`config.mk`:
```
export PLATFORM = sky130hd
export DESIGN_NAME = hsk_byte_target
export DESIGN_NICKNAME = d
export VERILOG_FILES = /design/src/rtl/hsk_pkg.sv /design/src/rtl/hsk_sync.sv /design/src/rtl/hsk_decode.sv /design/src/rtl/hsk_engine.sv /design/src/rtl/hsk_byte_target.sv
export SDC_FILE = /design/constraint.sdc
export NUM_CORES = 1
export LEC_CHECK = 0
export CORE_MARGIN = 2
export CORE_UTILIZATION = 49
export CTS_CLUSTER_DIAMETER = 100
export DETAILED_ROUTE_END_ITERATION = 10
export GPL_ROUTABILITY_DRIVEN = 0
export GPL_TIMING_DRIVEN = 0
export PLACE_DENSITY = 0.84
export SYNTH_ARGS = -nofsm -noshare
export SYNTH_HDL_FRONTEND = slang
export SYNTH_SLANG_ARGS = --single-unit
```
`constraint.sdc`:
```
create_clock -name clk -period 3.3 [get_ports clk]
set_clock_uncertainty 0.15 [all_clocks]
set_input_delay 0.66 -clock clk [delete_from_list [all_inputs] [get_ports clk]]
set_output_delay 0.66 -clock clk [all_outputs]
set_load 0.01 [all_outputs]
```
`src/rtl/hsk_pkg.sv`:
```
package hsk_pkg;

   typedef enum logic [2:0] {
      ST_IDLE,
      ST_RX_HI,
      ST_RX_LO,
      ST_EXEC,
      ST_CAPT,
      ST_TX_DRV,
      ST_TX_HI,
      ST_TX_LO
   } hsk_state_e;

   localparam logic [7:0] OP_WRITE = 8'h01;
   localparam logic [7:0] OP_READ  = 8'h02;

   localparam int unsigned STS_OK       = 0;
   localparam int unsigned STS_BAD_CMD  = 1;
   localparam int unsigned STS_BAD_ADDR = 2;

endpackage

```
`src/rtl/hsk_sync.sv`:
```
module hsk_sync #(
   parameter int              WIDTH     = 4,
   parameter int              STAGES    = 2,
   parameter logic [WIDTH-1:0] RESET_VAL = '0
) (
   input  logic             clk,
   input  logic             rst_n,
   input  logic [WIDTH-1:0] d_a,
   output logic [WIDTH-1:0] q_s
);

   logic [STAGES-1:0][WIDTH-1:0] chain_q;

   always_ff @(posedge clk or negedge rst_n) begin
      if (!rst_n) begin
         chain_q <= {STAGES{RESET_VAL}};
      end else begin
         chain_q <= {chain_q[STAGES-2:0], d_a};
      end
   end

   assign q_s = chain_q[STAGES-1];

endmodule

```
`src/rtl/hsk_decode.sv`:
```
module hsk_decode
   import hsk_pkg::*;
#(
   parameter int BUS_W    = 8,
   parameter int WORD_W   = 32,
   parameter int NUM_REGS = 64
) (
   input  logic [BUS_W-1:0]  cmd_byte,
   input  logic [BUS_W-1:0]  addr_byte,
   output logic              do_wr,
   output logic              do_rd,
   output logic [WORD_W-1:0] status
);

   localparam int ADDR_SPAN = 2 ** BUS_W;

   logic addr_ok;
   logic is_wr;
   logic is_rd;

   generate
      if (NUM_REGS >= ADDR_SPAN) begin : g_full_span
         assign addr_ok = 1'b1;
      end else begin : g_range_cmp
         localparam logic [BUS_W:0] LIMIT = (BUS_W+1)'(NUM_REGS);
         assign addr_ok = ({1'b0, addr_byte} < LIMIT);
      end
   endgenerate

   assign is_wr = (cmd_byte == BUS_W'(OP_WRITE));
   assign is_rd = (cmd_byte == BUS_W'(OP_READ));

   always_comb begin
      do_wr  = 1'b0;
      do_rd  = 1'b0;
      status = WORD_W'(STS_OK);
      if (!(is_wr || is_rd)) begin
         status = WORD_W'(STS_BAD_CMD);
      end else if (!addr_ok) begin
         status = WORD_W'(STS_BAD_ADDR);
      end else begin
         do_wr = is_wr;
         do_rd = is_rd;
      end
   end

endmodule

```
`src/rtl/hsk_engine.sv`:
```
module hsk_engine
   import hsk_pkg::*;
#(
   parameter int BUS_W  = 8,
   parameter int WORD_W = 32
) (
   input  logic              clk,
   input  logic              rst_n,
   input  logic              hrst_s,
   input  logic              start_rise,
   input  logic              rnw_s,
   input  logic              req_s,
   input  logic [BUS_W-1:0]  bus_in,
   input  logic              do_wr,
   input  logic              do_rd,
   input  logic [WORD_W-1:0] status,
   input  logic [WORD_W-1:0] reg_rdata,
   output logic [BUS_W-1:0]  cmd_byte,
   output logic [BUS_W-1:0]  addr_byte,
   output logic [WORD_W-1:0] wdata,
   output logic              reg_wr_en,
   output logic              reg_rd_en,
   output logic [BUS_W-1:0]  bus_out,
   output logic              bus_oe,
   output logic              tgt_hsk,
   output logic              tgt_ack
);

   localparam int WORD_BYTES = WORD_W / BUS_W;
   localparam int REQ_BYTES  = 2 + WORD_BYTES;
   localparam int RSP_BYTES  = 2 * WORD_BYTES;
   localparam int MAX_BYTES  = (REQ_BYTES > RSP_BYTES) ? REQ_BYTES : RSP_BYTES;
   localparam int CNT_W      = $clog2(MAX_BYTES);
   localparam logic [CNT_W-1:0] REQ_LAST = CNT_W'(REQ_BYTES - 1);
   localparam logic [CNT_W-1:0] RSP_LAST = CNT_W'(RSP_BYTES - 1);

   hsk_state_e                  state_q;
   logic [CNT_W-1:0]            cnt_q;
   logic [REQ_BYTES*BUS_W-1:0]  rx_q;
   logic [RSP_BYTES*BUS_W-1:0]  rsp_q;
   logic [BUS_W-1:0]            out_q;
   logic                        hsk_q;
   logic                        ack_q;
   logic                        in_reply;

   always_ff @(posedge clk or negedge rst_n) begin
      if (!rst_n) begin
         state_q <= ST_IDLE;
         cnt_q   <= '0;
         rx_q    <= '0;
         rsp_q   <= '0;
         out_q   <= '0;
         hsk_q   <= 1'b0;
         ack_q   <= 1'b0;
      end else if (!hrst_s) begin
         state_q <= ST_IDLE;
         cnt_q   <= '0;
         rx_q    <= '0;
         rsp_q   <= '0;
         out_q   <= '0;
         hsk_q   <= 1'b0;
         ack_q   <= 1'b0;
      end else begin
         case (state_q)
            ST_IDLE: begin
               if (start_rise) begin
                  ack_q   <= 1'b1;
                  cnt_q   <= '0;
                  state_q <= ST_RX_HI;
               end
            end
            ST_RX_HI: begin
               if (req_s && !rnw_s) begin
                  rx_q[int'(cnt_q)*BUS_W +: BUS_W] <= bus_in;
                  hsk_q   <= 1'b1;
                  state_q <= ST_RX_LO;
               end
            end
            ST_RX_LO: begin
               if (!req_s) begin
                  hsk_q <= 1'b0;
                  if (cnt_q == REQ_LAST) begin
                     cnt_q   <= '0;
                     state_q <= ST_EXEC;
                  end else begin
                     cnt_q   <= cnt_q + 1'b1;
                     state_q <= ST_RX_HI;
                  end
               end
            end
            ST_EXEC: begin
               state_q <= ST_CAPT;
            end
            ST_CAPT: begin
               rsp_q   <= {status, (do_rd ? reg_rdata : {WORD_W{1'b0}})};
               state_q <= ST_TX_DRV;
            end
            ST_TX_DRV: begin
               if (rnw_s && !req_s) begin
                  out_q   <= rsp_q[int'(cnt_q)*BUS_W +: BUS_W];
                  hsk_q   <= 1'b1;
                  state_q <= ST_TX_HI;
               end
            end
            ST_TX_HI: begin
               if (req_s) begin
                  hsk_q   <= 1'b0;
                  state_q <= ST_TX_LO;
               end
            end
            ST_TX_LO: begin
               if (!req_s) begin
                  if (cnt_q == RSP_LAST) begin
                     cnt_q   <= '0;
                     ack_q   <= 1'b0;
                     state_q <= ST_IDLE;
                  end else begin
                     cnt_q   <= cnt_q + 1'b1;
                     state_q <= ST_TX_DRV;
                  end
               end
            end
            default: state_q <= ST_IDLE;
         endcase
      end
   end

   assign in_reply  = (state_q == ST_TX_DRV) || (state_q == ST_TX_HI) || (state_q == ST_TX_LO);
   assign cmd_byte  = rx_q[0 +: BUS_W];
   assign addr_byte = rx_q[BUS_W +: BUS_W];
   assign wdata     = rx_q[2*BUS_W +: WORD_W];
   assign reg_wr_en = (state_q == ST_EXEC) && do_wr;
   assign reg_rd_en = (state_q == ST_EXEC) && do_rd;
   assign bus_out   = out_q;
   assign bus_oe    = in_reply && rnw_s;
   assign tgt_hsk   = hsk_q;
   assign tgt_ack   = ack_q;

endmodule

```
`src/rtl/hsk_byte_target.sv`:
```
module hsk_byte_target #(
   parameter int BUS_W       = 8,
   parameter int WORD_W      = 32,
   parameter int ADDR_W      = 8,
   parameter int NUM_REGS    = 64,
   parameter int SYNC_STAGES = 2
) (
   input  logic              clk,
   input  logic              rst_n,
   input  logic              host_rst_n_a,
   input  logic              host_start_a,
   input  logic              host_rnw_a,
   input  logic              host_req_a,
   input  logic [BUS_W-1:0]  bus_in,
   output logic [BUS_W-1:0]  bus_out,
   output logic              bus_oe,
   output logic              tgt_hsk,
   output logic              tgt_ack,
   output logic              reg_wr_en,
   output logic              reg_rd_en,
   output logic [ADDR_W-1:0] reg_addr,
   output logic [WORD_W-1:0] reg_wdata,
   input  logic [WORD_W-1:0] reg_rdata
);

   localparam int CTRL_W = 4;

   generate
      if (WORD_W % BUS_W != 0) begin : g_bad_word
         $error("WORD_W must be a whole number of bus bytes");
      end
      if (ADDR_W > BUS_W || ADDR_W < 1) begin : g_bad_addr
         $error("ADDR_W must lie between 1 and BUS_W");
      end
      if (NUM_REGS < 1 || NUM_REGS > 2 ** ADDR_W) begin : g_bad_regs
         $error("NUM_REGS must fit the register address width");
      end
      if (SYNC_STAGES < 2) begin : g_bad_sync
         $error("SYNC_STAGES must be at least 2");
      end
      if (BUS_W < 8) begin : g_bad_bus
         $error("BUS_W must hold a command code");
      end
   endgenerate

   logic [CTRL_W-1:0] ctrl_s;
   logic              hrst_s;
   logic              start_s;
   logic              rnw_s;
   logic              req_s;
   logic              start_q;
   logic              start_rise;
   logic [BUS_W-1:0]  cmd_byte;
   logic [BUS_W-1:0]  addr_byte;
   logic              do_wr;
   logic              do_rd;
   logic [WORD_W-1:0] status;

   hsk_sync #(
      .WIDTH     (CTRL_W),
      .STAGES    (SYNC_STAGES),
      .RESET_VAL ('0)
   ) u_sync (
      .clk   (clk),
      .rst_n (rst_n),
      .d_a   ({host_rst_n_a, host_start_a, host_rnw_a, host_req_a}),
      .q_s   (ctrl_s)
   );

   assign {hrst_s, start_s, rnw_s, req_s} = ctrl_s;

   always_ff @(posedge clk or negedge rst_n) begin
      if (!rst_n) begin
         start_q <= 1'b0;
      end else begin
         start_q <= start_s;
      end
   end

   assign start_rise = start_s && !start_q;

   hsk_decode #(
      .BUS_W    (BUS_W),
      .WORD_W   (WORD_W),
      .NUM_REGS (NUM_REGS)
   ) u_decode (
      .cmd_byte  (cmd_byte),
      .addr_byte (addr_byte),
      .do_wr     (do_wr),
      .do_rd     (do_rd),
      .status    (status)
   );

   hsk_engine #(
      .BUS_W  (BUS_W),
      .WORD_W (WORD_W)
   ) u_engine (
      .clk        (clk),
      .rst_n      (rst_n),
      .hrst_s     (hrst_s),
      .start_rise (start_rise),
      .rnw_s      (rnw_s),
      .req_s      (req_s),
      .bus_in     (bus_in),
      .do_wr      (do_wr),
      .do_rd      (do_rd),
      .status     (status),
      .reg_rdata  (reg_rdata),
      .cmd_byte   (cmd_byte),
      .addr_byte  (addr_byte),
      .wdata      (reg_wdata),
      .reg_wr_en  (reg_wr_en),
      .reg_rd_en  (reg_rd_en),
      .bus_out    (bus_out),
      .bus_oe     (bus_oe),
      .tgt_hsk    (tgt_hsk),
      .tgt_ack    (tgt_ack)
   );

   assign reg_addr = addr_byte[ADDR_W-1:0];

endmodule

```
==> After elaboration in Yosys (flattened, before gate mapping) <==
Cells that the tools add are included.
{ "word_totals": {"reg_bits": 137, "latch_bits": 0, "ramBits": 0, "romBits": 0, "in_bits": 46, "output_inout_bits": 53, "wordCells": 105, "n_memories": 0} }
{ "op_classes": {"addsub": 2, "mul": 0, "div": 0, "magnitude_cmp": 1, "n_eq_ne": 26, "shifts": 3, "mux": 44, "bitwise": 0, "n_reduce_logical": 19} }
{ "op_table": {"columns": ["cell", "n"], "rows": [
  ["$mux W48", 3],
  ["$mux W64", 2],
  ["$mux W32", 2],
  ["$shiftx A64 B7 Y8", 1],
  ["$bwmux W48", 1],
  ["$shift A8 B33 Y48 const A", 1],
  ["$shiftx A8 B33 Y48", 1],
  ["$mux W3", 14],
  ["$neg A6 Y33", 1],
  ["$mux W8", 3],
  ["$pmux W3 S8", 1],
  ["$eq A3 B3 Y1 const B", 6],
  ["$mux W1", 13],
  ["$ne A3 B3 Y1 const B", 4],
  ["$ne A2 B1 Y1 const B", 5],
  ["$ne A3 B2 Y1 const B", 3],
  ["$pmux W3 S3", 1],
  ["$eq A8 B1 Y1 const B", 1],
  ["$eq A8 B2 Y1 const B", 1],
  ["$lt A8 B7 Y1 const B", 1],
  ["$reduce_and A4 Y1", 2],
  ["$eq A3 B2 Y1 const B", 2],
  ["$logic_and A1 B1 Y1", 6],
  ["$reduce_and A6 Y1", 1],
  ["13 further kinds", 19]
]} }

==> Logic depth before layout (Yosys ltp) <==
{ "logic_depth": {"ltp_word": 6, "ltp_mapped": 9, "ltp_nobuf": 7} }

==> Hierarchy <==
Synthesis repeated with hierarchy kept, for this count alone.
{ "unflattened": {"hier_cells": 511, "area_unflattened_um2": 6384.9} }
{ "modules_own_cells": {"columns": ["module", "instances", "cells_each", "area_per_inst_um2", "seq_area_each_um2"], "rows": [
  ["hsk_engine", 1, 456, 5816.8, 3203.1],
  ["hsk_decode", 1, 41, 299.0, 0.0],
  ["hsk_sync", 1, 12, 230.2, 200.2],
  ["hsk_byte_target", 1, 2, 38.8, 25.0]
]} }

==> Least setup slack after synthesis <==
OpenSTA, ideal clock, no wires.
{ "synth_path": {"path_kind": "register to register", "startpoint": "reg u_engine.cnt_q[0]", "endpoint": "reg u_engine.rx_q[0]", "setup_time_ps": 79, "arrival_time_ps": 2305, "required_ps": 3071, "path_slack_ps": 765, "stages_incl_launch_ff": 8, "path_buffers": 2, "period_less_slack_ps": 2535, "cell_sequence": "dfrtp_1 -> buf_2 -> buf_2 -> inv_1 -> ha_1 -> ha_1 -> nor4_4 -> mux2i_1"} }
{ "synth_via": {"elab_chain_len": 6, "word_cells_on_any_way": 7, "classes_between": "add/sub: 1; shift: 2; mux: 4"} }
{ "synth_rtl": {"columns": ["item", "line_no", "text"], "rows": [
  ["from (decl)", "hsk_engine.sv:38", "logic [CNT_W-1:0] cnt_q;"],
  ["from (signal assigned)", "hsk_engine.sv:86", "cnt_q <= cnt_q + 1'b1;"],
  ["from (signal assigned)", "hsk_engine.sv:118", "cnt_q <= cnt_q + 1'b1;"],
  ["$neg A6 Y33 *", "hsk_engine.sv:74", "rx_q[int'(cnt_q)*BUS_W +: BUS_W] <= bus_in;"],
  ["$shiftx A8 B33 Y48 or $shift A8 B33 Y48 (tied branches)", "hsk_engine.sv:74", null],
  ["$bwmux W48 *", "hsk_engine.sv:74", null],
  ["$mux W48 *", "hsk_engine.sv:73", "if (req_s && !rnw_s) begin"],
  ["$mux W48 *", "hsk_engine.sv:64", "case (state_q)"],
  ["$mux W48 *", "hsk_engine.sv:55", "end else if (!hrst_s) begin"],
  ["to (signal, indexed assignment)", "hsk_engine.sv:74", null],
  ["to (decl)", "hsk_engine.sv:39", "logic [REQ_BYTES*BUS_W-1:0] rx_q;"]
]} }
Every way passes the cells marked *; elsewhere a longest branch is shown, timed or not. The select of a mux whose other input is x is not followed.
A chain may end at the register's enable or synchronous reset.

==> Final worst setup path <==
{ "layout_path": {"startpoint": "reg u_engine.state_q[0]", "endpoint": "out reg_rd_en"} }
{ "layout_via": {"elab_chain_len": 2} }
{ "layout_rtl": {"columns": ["item", "line_no", "text"], "rows": [
  ["from (decl)", "hsk_engine.sv:37", "hsk_state_e state_q;"],
  ["from (signal assigned)", "hsk_engine.sv:48", "state_q <= ST_IDLE;"],
  ["from (signal assigned)", "hsk_engine.sv:56", "state_q <= ST_IDLE;"],
  ["from (signal assigned)", "hsk_engine.sv:69", "state_q <= ST_RX_HI;"],
  ["$eq A3 B2 Y1", "hsk_engine.sv:133", "assign reg_rd_en = (state_q == ST_EXEC) && do_rd;"],
  ["$logic_and A1 B1 Y1", "hsk_engine.sv:133", null],
  ["to (decl)", "hsk_byte_target.sv:20", "output logic reg_rd_en,"]
]} }
No other way between the ends.

==> impl_metrics.ini <==
[drt]
drtAntennaViolNets = 0
firstDrtPassIters = 4
first_iter_violations = 262
vias = 3854
wl_per_cell_um = 17.36
via_per_inst = 5.618
drc = 0
wl_mm = 11.91

[grt]
grt_first_pass_wirelength_mm = 19.32
first_global_vias = 3864
grt_max_degree = 66
grt.overflow.total = 0
antenna_found_initial = 0
grt_use_total_pct = 22.21

[floorplan]
io_pins = 99
design.core.area_um2 = 9774
rows = 36
chipHeight_um = 104.4
start_util_pct = 50.56
fp.dieArea_um2 = 10910
die_x_um = 104.4

[setup_path]
worstPathMaxFanout = 10
crit_type = reg -> out
startpoint = u_engine.state_q[0]$_DFFE_PN0P_
crit_arrival_ns = 2.38
endpoint = reg_rd_en
cp-end-kind = output pin
crit_required_ns = 2.49
rr_worst_depth = 8
r2r-start = u_engine.cnt_q[0]$_DFFE_PN0P_
critPathLaunchType = register
reg2reg_to = u_engine.rx_q[9]$_DFFE_PN0P_
rrSetupSlack_ns = 0.26

[power_and_ir_drop]
vdd_drop_max_uv = 230.3
cellInternalPower_w = 0.001885
switching_power_w = 0.0006345
p_seq_share_pct = 53.3
combPwrFrac_pct = 10.6
p_per_area_nw_per_um2 = 396.7
leakagePower_nw = 2.622
clkPwrFrac_pct = 36.1
swShare_pct = 25.19

[synthesis]
ys_seq_area_share_pct = 54.18
synth_top_area_share_pct = 54.18
syn_area_per_cell_um2 = 11.28
ys_types = 44
synth_ff_type = dfrtp_1
synth_edf_count = 0
async_flop_share_pct = 100.0
synth_area_leaders = dfrtp_1 (54%), mux2i_1 (9.9%), nand2_1 (6.7%)
yosys.area.top_type = dfrtp_1
synthesis.area_um2 = 4942
yosys_warnings = 0
synthCells = 438
ys_ff_latch = 107
syn_nets = 491
synthMostInstantiatedCell = dfrtp_1
yosys-top-cells-count = dfrtp_1 (107), nand2_1 (88), mux2i_1 (49), a22o_1 (32), clkbuf_1 (17)

[clock_tree]
cts_resized = 0
cts_tree = yes
cts_buffers = 9
cts_hold_buf = 0
clock_latency_ns = 0.37
clkSlewWorstSetupHoldPaths_ns = 0.10
clockBufferDepth = 2
cts.sinks = 107
cts-root-buf = clkbuf_8
htreeDepth = 3
post_cts_buffers = 0

[final_layout]
diodes = 0
syn2layout_area_growth_pct = 28.48
fin_nets = 601
final_util_pct = 64.96
drive_gt1_share_pct = 8.861

[sta]
rsz0062_at_grt = false
period_needed_ns = 3.186
hold_viol_final = 0
worst_pin_slew_ns = 0.7822
tns_ns = 0
fmax_mhz = 313.9
setup_viol = 0
maxSlewHeadroom_pct = 47.45
period_share_pct = 96.54
holdWs_ns = 0.1244
timing.final.ws_setup_ns = 0.1142
drv_slew = 0

[placed_design]
dp_hpwl_mm = 8.915
place_ws_ns = 0.2707
port_buffers = 98

[flow_run]
drv_cap = 0

[min_path]
min_path_type = in -> async

[outcome]
outcome = complete, no violations
per-stage QoR:
stage               std cells  instance area (um2)  total power (W)
finish                    686                 6350         0.002519
global route              686                 6350         0.002625
CTS                       686                 6344         0.002537
detailed placement        670                 6115         0.001635
global placement          669                 6090         0.001624
floorplan                 438                 4942         0.001497
state kept, by name, indices dropped and copies added (netlist names):
name / flops
start_q: 1
u_sync.q_s: 4
u_engine.rx_q: 48
u_engine.state_q: 3
u_engine.rsp_q: 34
u_engine.tgt_hsk: 1
u_engine.bus_out: 8
u_sync.chain_q: 4
u_engine.tgt_ack: 1
u_engine.cnt_q: 3
worst max-delay path: stages, from the launching register on:
cell and delay, ns:
dfrtp_1 0.38, buf_2 0.22, clkbuf_1 0.35, nand2_1 0.13, nor4_1 0.33, clkdlybuf4s50_1 0.60
power by group through the flow:
stage               clock network [W]  logic [W]  registers [W]
global placement                    0   0.000256        0.00137
finish                       0.000909   0.000267        0.00134
detailed placement                  0   0.000267        0.00137
CTS                          0.000927   0.000268        0.00134
global route                 0.000986   0.000293        0.00135
floorplan                           0   0.000130        0.00137
cell usage in the layout, fill, tap and decap left out, types with 4 or more instances in the layout:
master	netlist	final
clkdlybuf4s50_1	0	97
a22o_1	32	32
o21ai_0	10	10
a31oi_1	4	4
clkbuf_8	0	9
nor2_1	15	15
clkbuf_1	17	17
mux4_2	8	8
ha_1	7	7
nand2_1	88	88
dfrtp_1	107	107
a21oi_1	9	9
inv_1	7	7
nand3_1	11	11
mux2i_1	49	49
nor3_1	7	7
nand2b_1	4	4
buf_2	7	7
a22oi_1	6	6
and3_1	6	6
layout make-up:
| class | count | area, um2 |
|---|---|---|
| fillers | 749 | 3425 |
| flip-flops and latches | 107 | 2678 |
| multi-input cells | 295 | 2105 |
| repair buffers | 99 | 1006 |
| well taps | 133 | 166.4 |
| plain buffers | 29 | 140.1 |
| clock buffers | 9 | 123.9 |
| clock inverters | 7 | 105.1 |
| inverters | 7 | 26.28 |
metal layers:
layer	vias up	track usage, %	share of wire (%)
met1	1904	29.31	42
met3	18	6.203	7.9
li1	1778	-	-
met4	0	6.564	1.8
met5	-	0	0
met2	154	35.90	49
kinds of logic after synthesis:
kind of cell	share of synthesized area, %
xor+xnor	0.1772
flops	54.18
compound gates	9.975
fa+ha+maj	1.772
simple gates	16.28
mux	14.25
buf+inv	3.367
how the worst min path moves through the flow:
stage                                 from                       endpoint  slack (ns)  cells past startpoint
3_5_place_dp   u_sync.chain_q[2]$_DFF_PN0_        u_sync.q_s[2]$_DFF_PN0_        0.18                      0
6_report                             rst_n  u_engine.rx_q[44]$_DFFE_PN0P_        0.12                      1
4_1_cts                              rst_n  u_engine.rx_q[12]$_DFFE_PN0P_        0.14                      1
5_1_grt                              rst_n  u_engine.rx_q[44]$_DFFE_PN0P_        0.17                      1
2_1_floorplan  u_sync.chain_q[0]$_DFF_PN0_        u_sync.q_s[0]$_DFF_PN0_        0.18                      0
3_3_place_gp   u_sync.chain_q[2]$_DFF_PN0_        u_sync.q_s[2]$_DFF_PN0_        0.18                      0
(Power assumes the default switching activity.)
